--- src/rtl/altl_pkg.sv ---
package altl_pkg;

   typedef enum logic {
      PH_IDLE = 1'b0,
      PH_DUAL = 1'b1
   } altl_phase_e;

   localparam int unsigned ADD_RIPPLE = 0;
   localparam int unsigned ADD_NATIVE = 1;

   function automatic int unsigned line_count(input int unsigned w);
      return 3 * w + 2;
   endfunction

endpackage

--- src/rtl/altl_dual_cmp.sv ---
module altl_dual_cmp #(
   parameter int unsigned N = 9
) (
   input  logic [N-1:0] first_i,
   input  logic [N-1:0] second_i,
   output logic         bad_o
);

   logic [N-1:0] same_bit;

   generate
      for (genvar i = 0; i < N; i++) begin : g_xnor
         assign same_bit[i] = ~(first_i[i] ^ second_i[i]);
      end
   endgenerate

   assign bad_o = |same_bit;

endmodule

--- src/rtl/altl_dual_ctrl.sv ---
module altl_dual_ctrl #(
   parameter int unsigned WIDTH = 8
) (
   input  logic             clk,
   input  logic             rst_n,
   input  logic             start,
   input  logic [WIDTH-1:0] a_i,
   input  logic [WIDTH-1:0] b_i,
   input  logic             cin_i,
   input  logic [WIDTH-1:0] res_sum,
   input  logic             res_co,
   output logic [WIDTH-1:0] drv_a,
   output logic [WIDTH-1:0] drv_b,
   output logic             drv_ci,
   output logic [WIDTH-1:0] sum_o,
   output logic             cout_o,
   output logic             done_o,
   output logic             err_o,
   output logic             busy_o
);

   import altl_pkg::*;

   localparam int unsigned RW = WIDTH + 1;

   altl_phase_e      phase;
   logic [WIDTH-1:0] inv_a;
   logic [WIDTH-1:0] inv_b;
   logic             inv_ci;
   logic [RW-1:0]    hold_res;
   logic             cmp_bad;

   assign busy_o = (phase == PH_DUAL);
   assign drv_a  = busy_o ? inv_a  : a_i;
   assign drv_b  = busy_o ? inv_b  : b_i;
   assign drv_ci = busy_o ? inv_ci : cin_i;

   altl_dual_cmp #(.N(RW)) u_cmp (
      .first_i  (hold_res),
      .second_i ({res_co, res_sum}),
      .bad_o    (cmp_bad)
   );

   always_ff @(posedge clk or negedge rst_n) begin
      if (!rst_n) begin
         phase    <= PH_IDLE;
         inv_a    <= '0;
         inv_b    <= '0;
         inv_ci   <= 1'b0;
         hold_res <= '0;
         sum_o    <= '0;
         cout_o   <= 1'b0;
         done_o   <= 1'b0;
         err_o    <= 1'b0;
      end else begin
         done_o <= 1'b0;
         unique case (phase)
            PH_IDLE: begin
               if (start) begin
                  hold_res <= {res_co, res_sum};
                  inv_a    <= ~a_i;
                  inv_b    <= ~b_i;
                  inv_ci   <= ~cin_i;
                  phase    <= PH_DUAL;
               end
            end
            PH_DUAL: begin
               done_o <= 1'b1;
               sum_o  <= hold_res[WIDTH-1:0];
               cout_o <= hold_res[WIDTH];
               err_o  <= cmp_bad;
               phase  <= PH_IDLE;
            end
            default: phase <= PH_IDLE;
         endcase
      end
   end

endmodule

--- config.mk ---
export PLATFORM = sky130hd
export DESIGN_NAME = altl_dual_ctrl
export DESIGN_NICKNAME = d
export VERILOG_FILES = /design/src/rtl/altl_pkg.sv /design/src/rtl/altl_dual_cmp.sv /design/src/rtl/altl_dual_ctrl.sv
export SDC_FILE = /design/constraint.sdc
export NUM_CORES = 1
export LEC_CHECK = 0
export BUFFER_PORTS_ARGS = -buffer_cell sky130_fd_sc_hd__buf_2
export CAP_MARGIN = 5
export CORE_MARGIN = 4
export CORE_UTILIZATION = 50
export CTS_CLUSTER_SIZE = 16
export DETAILED_ROUTE_END_ITERATION = 16
export PLACE_DENSITY = 0.9
export SYNTH_ARGS = -nofsm -noshare
export SYNTH_HDL_FRONTEND = slang
export SYNTH_HIERARCHICAL = 1
export SYNTH_SLANG_ARGS = --single-unit
--- constraint.sdc ---
create_clock -name clk -period 2.99 [get_ports clk]
set_clock_uncertainty 0.1 [all_clocks]
set_input_delay 0.4485 -clock clk [delete_from_list [all_inputs] [get_ports clk]]
set_output_delay 0.4485 -clock clk [all_outputs]
set_load 0.05 [all_outputs]
==> metrics.txt, run 1 <==
CP Max Fanout=16; drt drc=0; CTS clk-pin slew, worst paths=0.12 ns; post-layout util=0.634; cts bufs inserted=5; status=finished, final reports clean; register area=951 sq um; post_cts resized=0; Int Power=0.000870 W; sequential share of power=0.458; power per cell area=658 mW/mm^2; most frequent cells in the layout=buf_2 (57), dfrtp_1 (38), mux2_2 (34), inv_1 (18), mux2i_1 (17); Cells after Synth=128; Sw Share=0.380; multi-input logic area=693 sq um; final wirelength=3040 um; WP data required=2.44 ns; Synth Register Bits=38; Worst Max-Slew Pin Slew=0.806 ns; clk sinks=38; relative slew slack=0.462; port bufs=57; via count of the first global-routing pass=1196; PnR worst setup slack=0.916 ns; Synth warnings=6; top cell family by delay on the critical path=buffers and inverters; Die H=67.4 um; clock share of power=0.203; Nets=217; r2r setup slk=1.33 ns; Pins Over Slew Limit=0; post-detail-place hpwl=2210 um; final setup violation count=0; io pins=58; Post-Synthesis Cell Area=0.00176 sq mm; P_leak=1.11 nW; Comb pwr share=0.338; Core Area=0.00336 sq mm; GPL Wtd Cong=0.666; worst skew pair latency=0.34 ns; CP max stage cell=mux2_2; HP Class=in -> async; fill cell count=294; Die Wd=67.4 um; WP data arrival=1.53 ns; layout cells sized above 1=0.550; postcts setup bufs=0; final hold vios=0; initial antenna violation count=0; synth-to-layout area growth=21.0%; root buf cell=clkbuf_4; design area=0.00213 sq mm; switching power=0.000534 W; CTS max path bufs=2; DRT antenna net count=0; Netlist cell types=14; gr ovfl total=0; sequential area share after synthesis=0.539; setup_tns=0 ns; Max H-tree Level=2; Site Rows=21; CP Buf/Inv Count=2; first-pass GRT wire length=5140 um; largest net degree at the start of global routing=39; Critical Path Sink Type=primary output; wire per inst=12.9 um; vias=1110; FMAX=0.482 GHz; area post-placement=0.00207 sq mm; critical path's largest stage delay=0.37 ns; commonest non-fill, non-tap cell in the layout=buf_2; RSZ-0062 raised after global routing=no; Final period util=0.694; GRT Util Overall=0.156; Final Critical Period=2.07 ns; Synth Area per Inst=13.8 sq um; kind of critical path=reg -> out; maximum vdd drop=0.397 mV; Starting Density=0.524; Die Area=0.00454 sq mm; Worst R2R End=hold_res[3]; FF-to-FF path depth=3; crit-path cells=buf_4 > mux2_2 > buf_2; syn nets=157; First DRT Iteration DRCs=32; cts hold-fix bufs=0; 1st-pass router iterations=2; WHS=0.0798 ns; n_diodes=0; MaxCap Viol Count=0; post-DR vias/cell=4.72; Place WS=1.28 ns; CTS tree=yes; startpoint types=register; r2r startpoint=busy_o
==> stage by stage <==
| step | power, W | instances |
|---|---|---|
| 2_1_floorplan | 0.00102 | 128 |
| 3_3_place_gp | 0.00113 | 227 |
| 3_5_place_dp | 0.00114 | 227 |
| 4_1_cts | 0.00143 | 235 |
| 5_1_grt | 0.00148 | 235 |
| 6_report | 0.00140 | 235 |
==> cell usage after synthesis (all sizes together) <==
| cell type | n | area, sq um |
|---|---|---|
| nand4 | 1 | 6.26 |
| mux2i | 17 | 170 |
| dfrtp | 38 | 951 |
| mux2 | 36 | 413 |
| buf | 6 | 51.3 |
| xor2 | 2 | 17.5 |
| xnor2 | 7 | 61.3 |
| nand2b | 1 | 13.8 |
| nor3 | 1 | 5.00 |
| inv | 18 | 67.6 |
| nor4 | 1 | 6.26 |
==> sequential cells by signal, summed over array words and instances (netlist names) <==
| register | cells |
|---|---|
| hold_res | 9 |
| inv_a | 8 |
| inv_b | 8 |
| sum_o | 8 |
| busy_o | 1 |
| cout_o | 1 |
| done_o | 1 |
| err_o | 1 |
| inv_ci | 1 |
==> final cells by class <==
class | count | area share
Clock buffer | 6 | 0.0240
Clock inverter | 2 | 0.00587
Inverter | 18 | 0.0317
Tap cell | 46 | 0.0270
Sequential cell | 38 | 0.446
Multi-Input combinational cell | 66 | 0.325
Timing Repair Buffer | 59 | 0.141
==> power groups by stage <==
stage / Combinational, W / Sequential (W) / Clock, W
after floorplan: 0.000263 / 0.000759 / 0
after global placement: 0.000474 / 0.000652 / 0
after detailed placement: 0.000482 / 0.000654 / 0
after CTS: 0.000482 / 0.000644 / 0.000301
after global routing: 0.000509 / 0.000655 / 0.000316
final: 0.000475 / 0.000643 / 0.000285
==> worst reg2reg max path, cell delays in order (launching register included) <==
cell,delay [ns]
dfrtp_1,0.36
buf_4,0.24
nand2b_4,0.46
mux2_2,0.39
==> worst max path at each step <==
stage            from  endpoint  cells past startpoint
2_1_floorplan  busy_o  drv_a[0]                      3
3_3_place_gp   busy_o  drv_a[3]                      3
3_5_place_dp   busy_o  drv_a[3]                      3
4_1_cts        busy_o  drv_a[3]                      3
5_1_grt        busy_o  drv_a[3]                      3
6_report       busy_o  drv_a[3]                      3
==> per-layer routing <==
metal | part of all wire | vias to the layer above | GRT usage
met5 | 0 | - | 0
met4 | 0.019 | 0 | 0.0759
met3 | 0.094 | 8 | 0.0516
met2 | 0.47 | 45 | 0.250
met1 | 0.42 | 513 | 0.187
li1 | - | 544 | -
==> logic make-up after synthesis <==
group         count (synthesis)  synth area share
buf+inv                      24            0.0674
simple gates                  4            0.0177
flops                        38             0.539
mux                          53             0.331
xor+xnor                      9            0.0447
(Power assumes the default switching activity.)
==> run 2: changes to the inputs <==
Clock period 2.99 ns to 2.1 ns, I/O delays scaled along.
==> run 2 against run 1 <==
  * Final area grew 2.7%
  * Power is 49% higher
  * Via count up 3.1%
  * Highest routed layer unchanged
  * Critical path depth unchanged
  * Clock power grew 72%
  * Register-to-register slack got worse by 0.74 ns
  * Critical endpoint is now drv_b[7]
==> metrics.txt, run 2 (synthesis gave the netlist of run 1 again) <==
crit path to=drv_b[7]; WP data required=1.68 ns; Worst Max-Slew Pin Slew=0.453 ns; RSZ-0062 raised after global routing=no; P_leak=1.14 nW; status=finished, final reports clean; CTS tree=yes; largest net degree at the start of global routing=39; final setup violation count=0; root buf cell=clkbuf_4; most frequent cells in the layout=buf_2 (57), dfrtp_1 (37), mux2_2 (34), inv_1 (18), mux2i_1 (17); 1st-pass router iterations=4; drt drc=0; via count of the first global-routing pass=1173; CP Max Fanout=18; n_diodes=0; wire per inst=13.7 um; startpoint types=register; r2r startpoint=busy_o; largest reg by FF count=hold_res; switching power=0.000765 W; post-DR vias/cell=4.83; Final period util=0.940; initial antenna violation count=0; FMAX=0.507 GHz; WP data arrival=1.56 ns; sequential share of power=0.439; Int Power=0.00133 W; io pins=58; port bufs=57; FF-to-FF path depth=2; Sw Share=0.365; vias=1144; DRT antenna net count=0; Nets=219; commonest non-fill, non-tap cell in the layout=buf_2; clk sinks=38; relative slew slack=0.698; GRT Util Overall=0.165; post-detail-place hpwl=2450 um; layout cells sized above 1=0.555; MaxCap Viol Count=0; Site Rows=21; Die Area=0.00454 sq mm; final hold vios=0; HP Class=in -> reg; CTS clk-pin slew, worst paths=0.11 ns; gr ovfl total=0; maximum vdd drop=0.484 mV; Worst R2R End=hold_res[0]; Setup crit start=busy_o; first-pass GRT wire length=5440 um; GPL Wtd Cong=0.666; Final Critical Period=1.97 ns; Starting Density=0.524; final wirelength=3240 um; setup_tns=0 ns; CTS max path bufs=2; cts bufs inserted=5; Core Area=0.00336 sq mm; Critical Path Sink Type=primary output; r2r setup slk=0.59 ns; Die Wd=67.4 um; kind of critical path=reg -> out; Comb pwr share=0.327; number of flip-flops in the largest register=9; Max H-tree Level=2; Pins Over Slew Limit=0; PnR worst setup slack=0.126 ns; First DRT Iteration DRCs=32; postcts setup bufs=0; power per cell area=957 mW/mm^2; worst skew pair latency=0.35 ns; Die H=67.4 um; Place WS=0.419 ns; synth-to-layout area growth=24.3%; clock share of power=0.233
-- run 2: per-stage QoR --
| step | util | cell area (sq um) | hold slack, ns | power [W] | cells |
|---|---|---|---|---|---|
| floorplan | - | 1760 | -0.0806 | 0.00145 | 128 |
| global placement | 0.625 | 2100 | 0.195 | 0.00161 | 228 |
| detailed placement | 0.625 | 2100 | 0.198 | 0.00163 | 228 |
| CTS | 0.651 | 2190 | 0.0257 | 0.00212 | 237 |
| global route | 0.651 | 2190 | 0.0185 | 0.00220 | 237 |
| finish | 0.651 | 2190 | 0.0433 | 0.00210 | 237 |
-- run 2: worst min-delay path by stage --
stage          startpoint          end  slack, ns  cells past startpoint
2_1_floorplan       rst_n       busy_o      -0.08                      0
4_1_cts            b_i[3]     inv_b[3]       0.03                      2
5_1_grt             cin_i       inv_ci       0.02                      2
6_report            cin_i       inv_ci       0.04                      2
3_3_place_gp        rst_n  hold_res[2]       0.20                      2
3_5_place_dp        rst_n  hold_res[2]       0.20                      2
-- run 2: critical path: stages, from the launching register on --
cell and delay [ns]:
dfrtp_2 0.47, buf_12 0.18, mux2_2 0.35, buf_2 0.22
-- run 2: power by group through the flow --
stage	clock, W	combinational, W	sequential (W)
floorplan	0	0.000374	0.00108
CTS	0.000500	0.000696	0.000923
global placement	0	0.000678	0.000933
global route	0.000534	0.000730	0.000939
detailed placement	0	0.000694	0.000936
finish	0.000490	0.000686	0.000921
-- run 2: what timing repair did --
action	CTS	global route
gates resized for setup	0	1
endpoints found under the hold margin	38	0
hold buffers	1	0
endpoints found under the setup margin	0	13
-- run 2: layer usage --
metal / routed length (um) / vias up / global-route usage
met2: 1520 / 44 / 0.264
met1: 1360 / 546 / 0.202
met4: 70 / 0 / 0.0759
li1: - / 547 / -
met5: 0 / - / 0
met3: 290 / 7 / 0.0532
-- run 2: area by class of cell --
type | count | area, sq um
clock buffer | 5 | 37.5
clock inverter | 3 | 40.0
fill | 297 | 1170
inverter | 18 | 67.6
multi-input combinational | 66 | 693
sequential | 38 | 952
tap | 46 | 57.6
timing repair buffer | 61 | 343
==> run 3: changes to the inputs <==
Settings changed: CORE_UTILIZATION 50 to 40, PLACE_DENSITY 0.9 to 0.77.
==> run 3 against run 2 <==
  * Power increased by 6.3%
  * Die area increased by 22%
  * Final area increased by 2.1%
  * Setup slack improved by 0.054 ns
  * Sequential power about the same
  * Register-to-register slack about the same
  * Cell count increased by 1.7%
  * Non-clock buffer count increased by 1
==> metrics.txt, run 3 (synthesis gave the netlist of run 1 again) <==
register area=951 sq um; via count of the first global-routing pass=1209; post-DR vias/cell=4.84; setup_tns=0 ns; First DRT Iteration DRCs=36; wire per inst=13.3 um; final hold vios=0; Post-Place Cells=233; area post-placement=0.00211 sq mm; relative slew slack=0.801; first-pass GRT wire length=5340 um; RSZ-0062 raised after global routing=no; Pins Over Slew Limit=0; Max H-tree Level=2; GPL Wtd Cong=0.756; Sw Share=0.342; CP Max Fanout=15; initial antenna violation count=0; CP max stage cell=dfrtp_1; largest net degree at the start of global routing=39; cts bufs inserted=5; final setup violation count=0; synth-to-layout area growth=26.9%; Final Critical Period=1.92 ns; final wirelength=3200 um; critical path's largest stage delay=0.49 ns; most frequent cells in the layout=buf_2 (57), dfrtp_1 (38), mux2_2 (34), inv_1 (18), mux2i_1 (17); DRT antenna net count=0; switching power=0.000762 W; port bufs=57; commonest non-fill, non-tap cell in the layout=buf_2; FF-to-FF path depth=3; status=finished, final reports clean; root buf cell=clkbuf_8; CTS max path bufs=2; largest reg by FF count=hold_res; Hold Crit Start=a_i[5]; drt drc=0; startpoint types=register; Nets=220; r2r setup slk=0.58 ns; power per cell area=997 mW/mm^2; Worst Max-Slew Pin Slew=0.298 ns; Core Area=0.00414 sq mm; Site Rows=23; number of flip-flops in the largest register=9; multi-input logic area=693 sq um; fill cell count=364; MaxCap Viol Count=0; CTS clk-pin slew, worst paths=0.07 ns; FMAX=0.521 GHz; crit-path cells=buf_12 > mux2_2 > buf_2; hold depth=2; Die Area=0.00553 sq mm; WHS=0.103 ns; Comb pwr share=0.307; design area=0.00224 sq mm; Setup crit start=busy_o; n_diodes=0; Final period util=0.914; HP Class=in -> reg; clock share of power=0.279; Worst R2R End=inv_b[6]; postcts setup bufs=0; WP data required=1.68 ns; post-detail-place hpwl=2380 um; P_leak=1.16 nW; clk sinks=38; maximum vdd drop=0.450 mV; layout cells sized above 1=0.550; GRT Util Overall=0.128; vias=1167; io pins=58; non-filler cells in the finished layout=241; kind of critical path=reg -> out; Hold Path Sink=inv_a[5]; Die H=74.4 um; Starting Density=0.425; gr ovfl total=0; r2r startpoint=busy_o; total power draw=0.00223 W; Critical Path Sink Type=primary output; sequential share of power=0.414; Int Power=0.00147 W; worst skew pair latency=0.28 ns; Die Wd=74.4 um; WP data arrival=1.50 ns; 1st-pass router iterations=4; CTS tree=yes
[run 3: cell types whose count changed in the layout (fill, tap and decap cells not counted), sizes merged]
cell    change
buf         +1
clkbuf      +1
clkinv      -2
[run 3: layout make-up]
cell class                      instances  share of cell area
Multi-Input combinational cell         66               0.310
Timing Repair Buffer                   62               0.157
Sequential cell                        38               0.425
Tap cell                               50              0.0280
Inverter                               18              0.0302
Clock buffer                            6              0.0369
Clock inverter                          1              0.0134
[run 3: worst max-delay path: cells and delay by family, from the launching register on]
kind | cells | cell delay, ns
DFF | 1 | 0.49
buffers and inverters | 2 | 0.40
muxes | 1 | 0.33
[run 3: power groups by stage]
stage          logic, W  clock network [W]  registers (W)
2_1_floorplan  0.000374                  0        0.00108
3_3_place_gp   0.000684                  0       0.000933
3_5_place_dp   0.000695                  0       0.000935
4_1_cts        0.000695           0.000647       0.000924
5_1_grt        0.000734           0.000678       0.000938
6_report       0.000686           0.000622       0.000923
[run 3: through the flow]
step / worst slack (ns) / util
after floorplan: 0.166 / -
after global placement: 0.493 / 0.510
after detailed placement: 0.478 / 0.510
after CTS: 0.152 / 0.540
after global routing: 0.0892 / 0.540
final: 0.180 / 0.540
[run 3: what timing repair did]
action | CTS | global route
endpoints found under the hold margin | 38 | 0
resized for setup | 0 | 0
hold buffers | 1 | 0
endpoints found under the setup margin | 0 | 0
[run 3: worst max path at each step]
stage                           to  slack, ns  depth (start not counted)
after detailed placement  drv_b[5]       0.48                          3
after global routing      drv_b[5]       0.09                          3
after global placement    drv_a[6]       0.49                          3
after floorplan           drv_a[0]       0.17                          3
after CTS                 drv_b[5]       0.15                          3
final                     drv_b[5]       0.18                          3
[run 3: routing by layer]
layer  share of wire  wire length, um  global-route usage  vias to the layer above
li1                -                -                   -                      548
met1            0.45             1440               0.158                      565
met2            0.45             1430               0.209                       47
met3           0.087              278              0.0378                        7
met4           0.018               57              0.0534                        0
met5               0                0                   0                        -
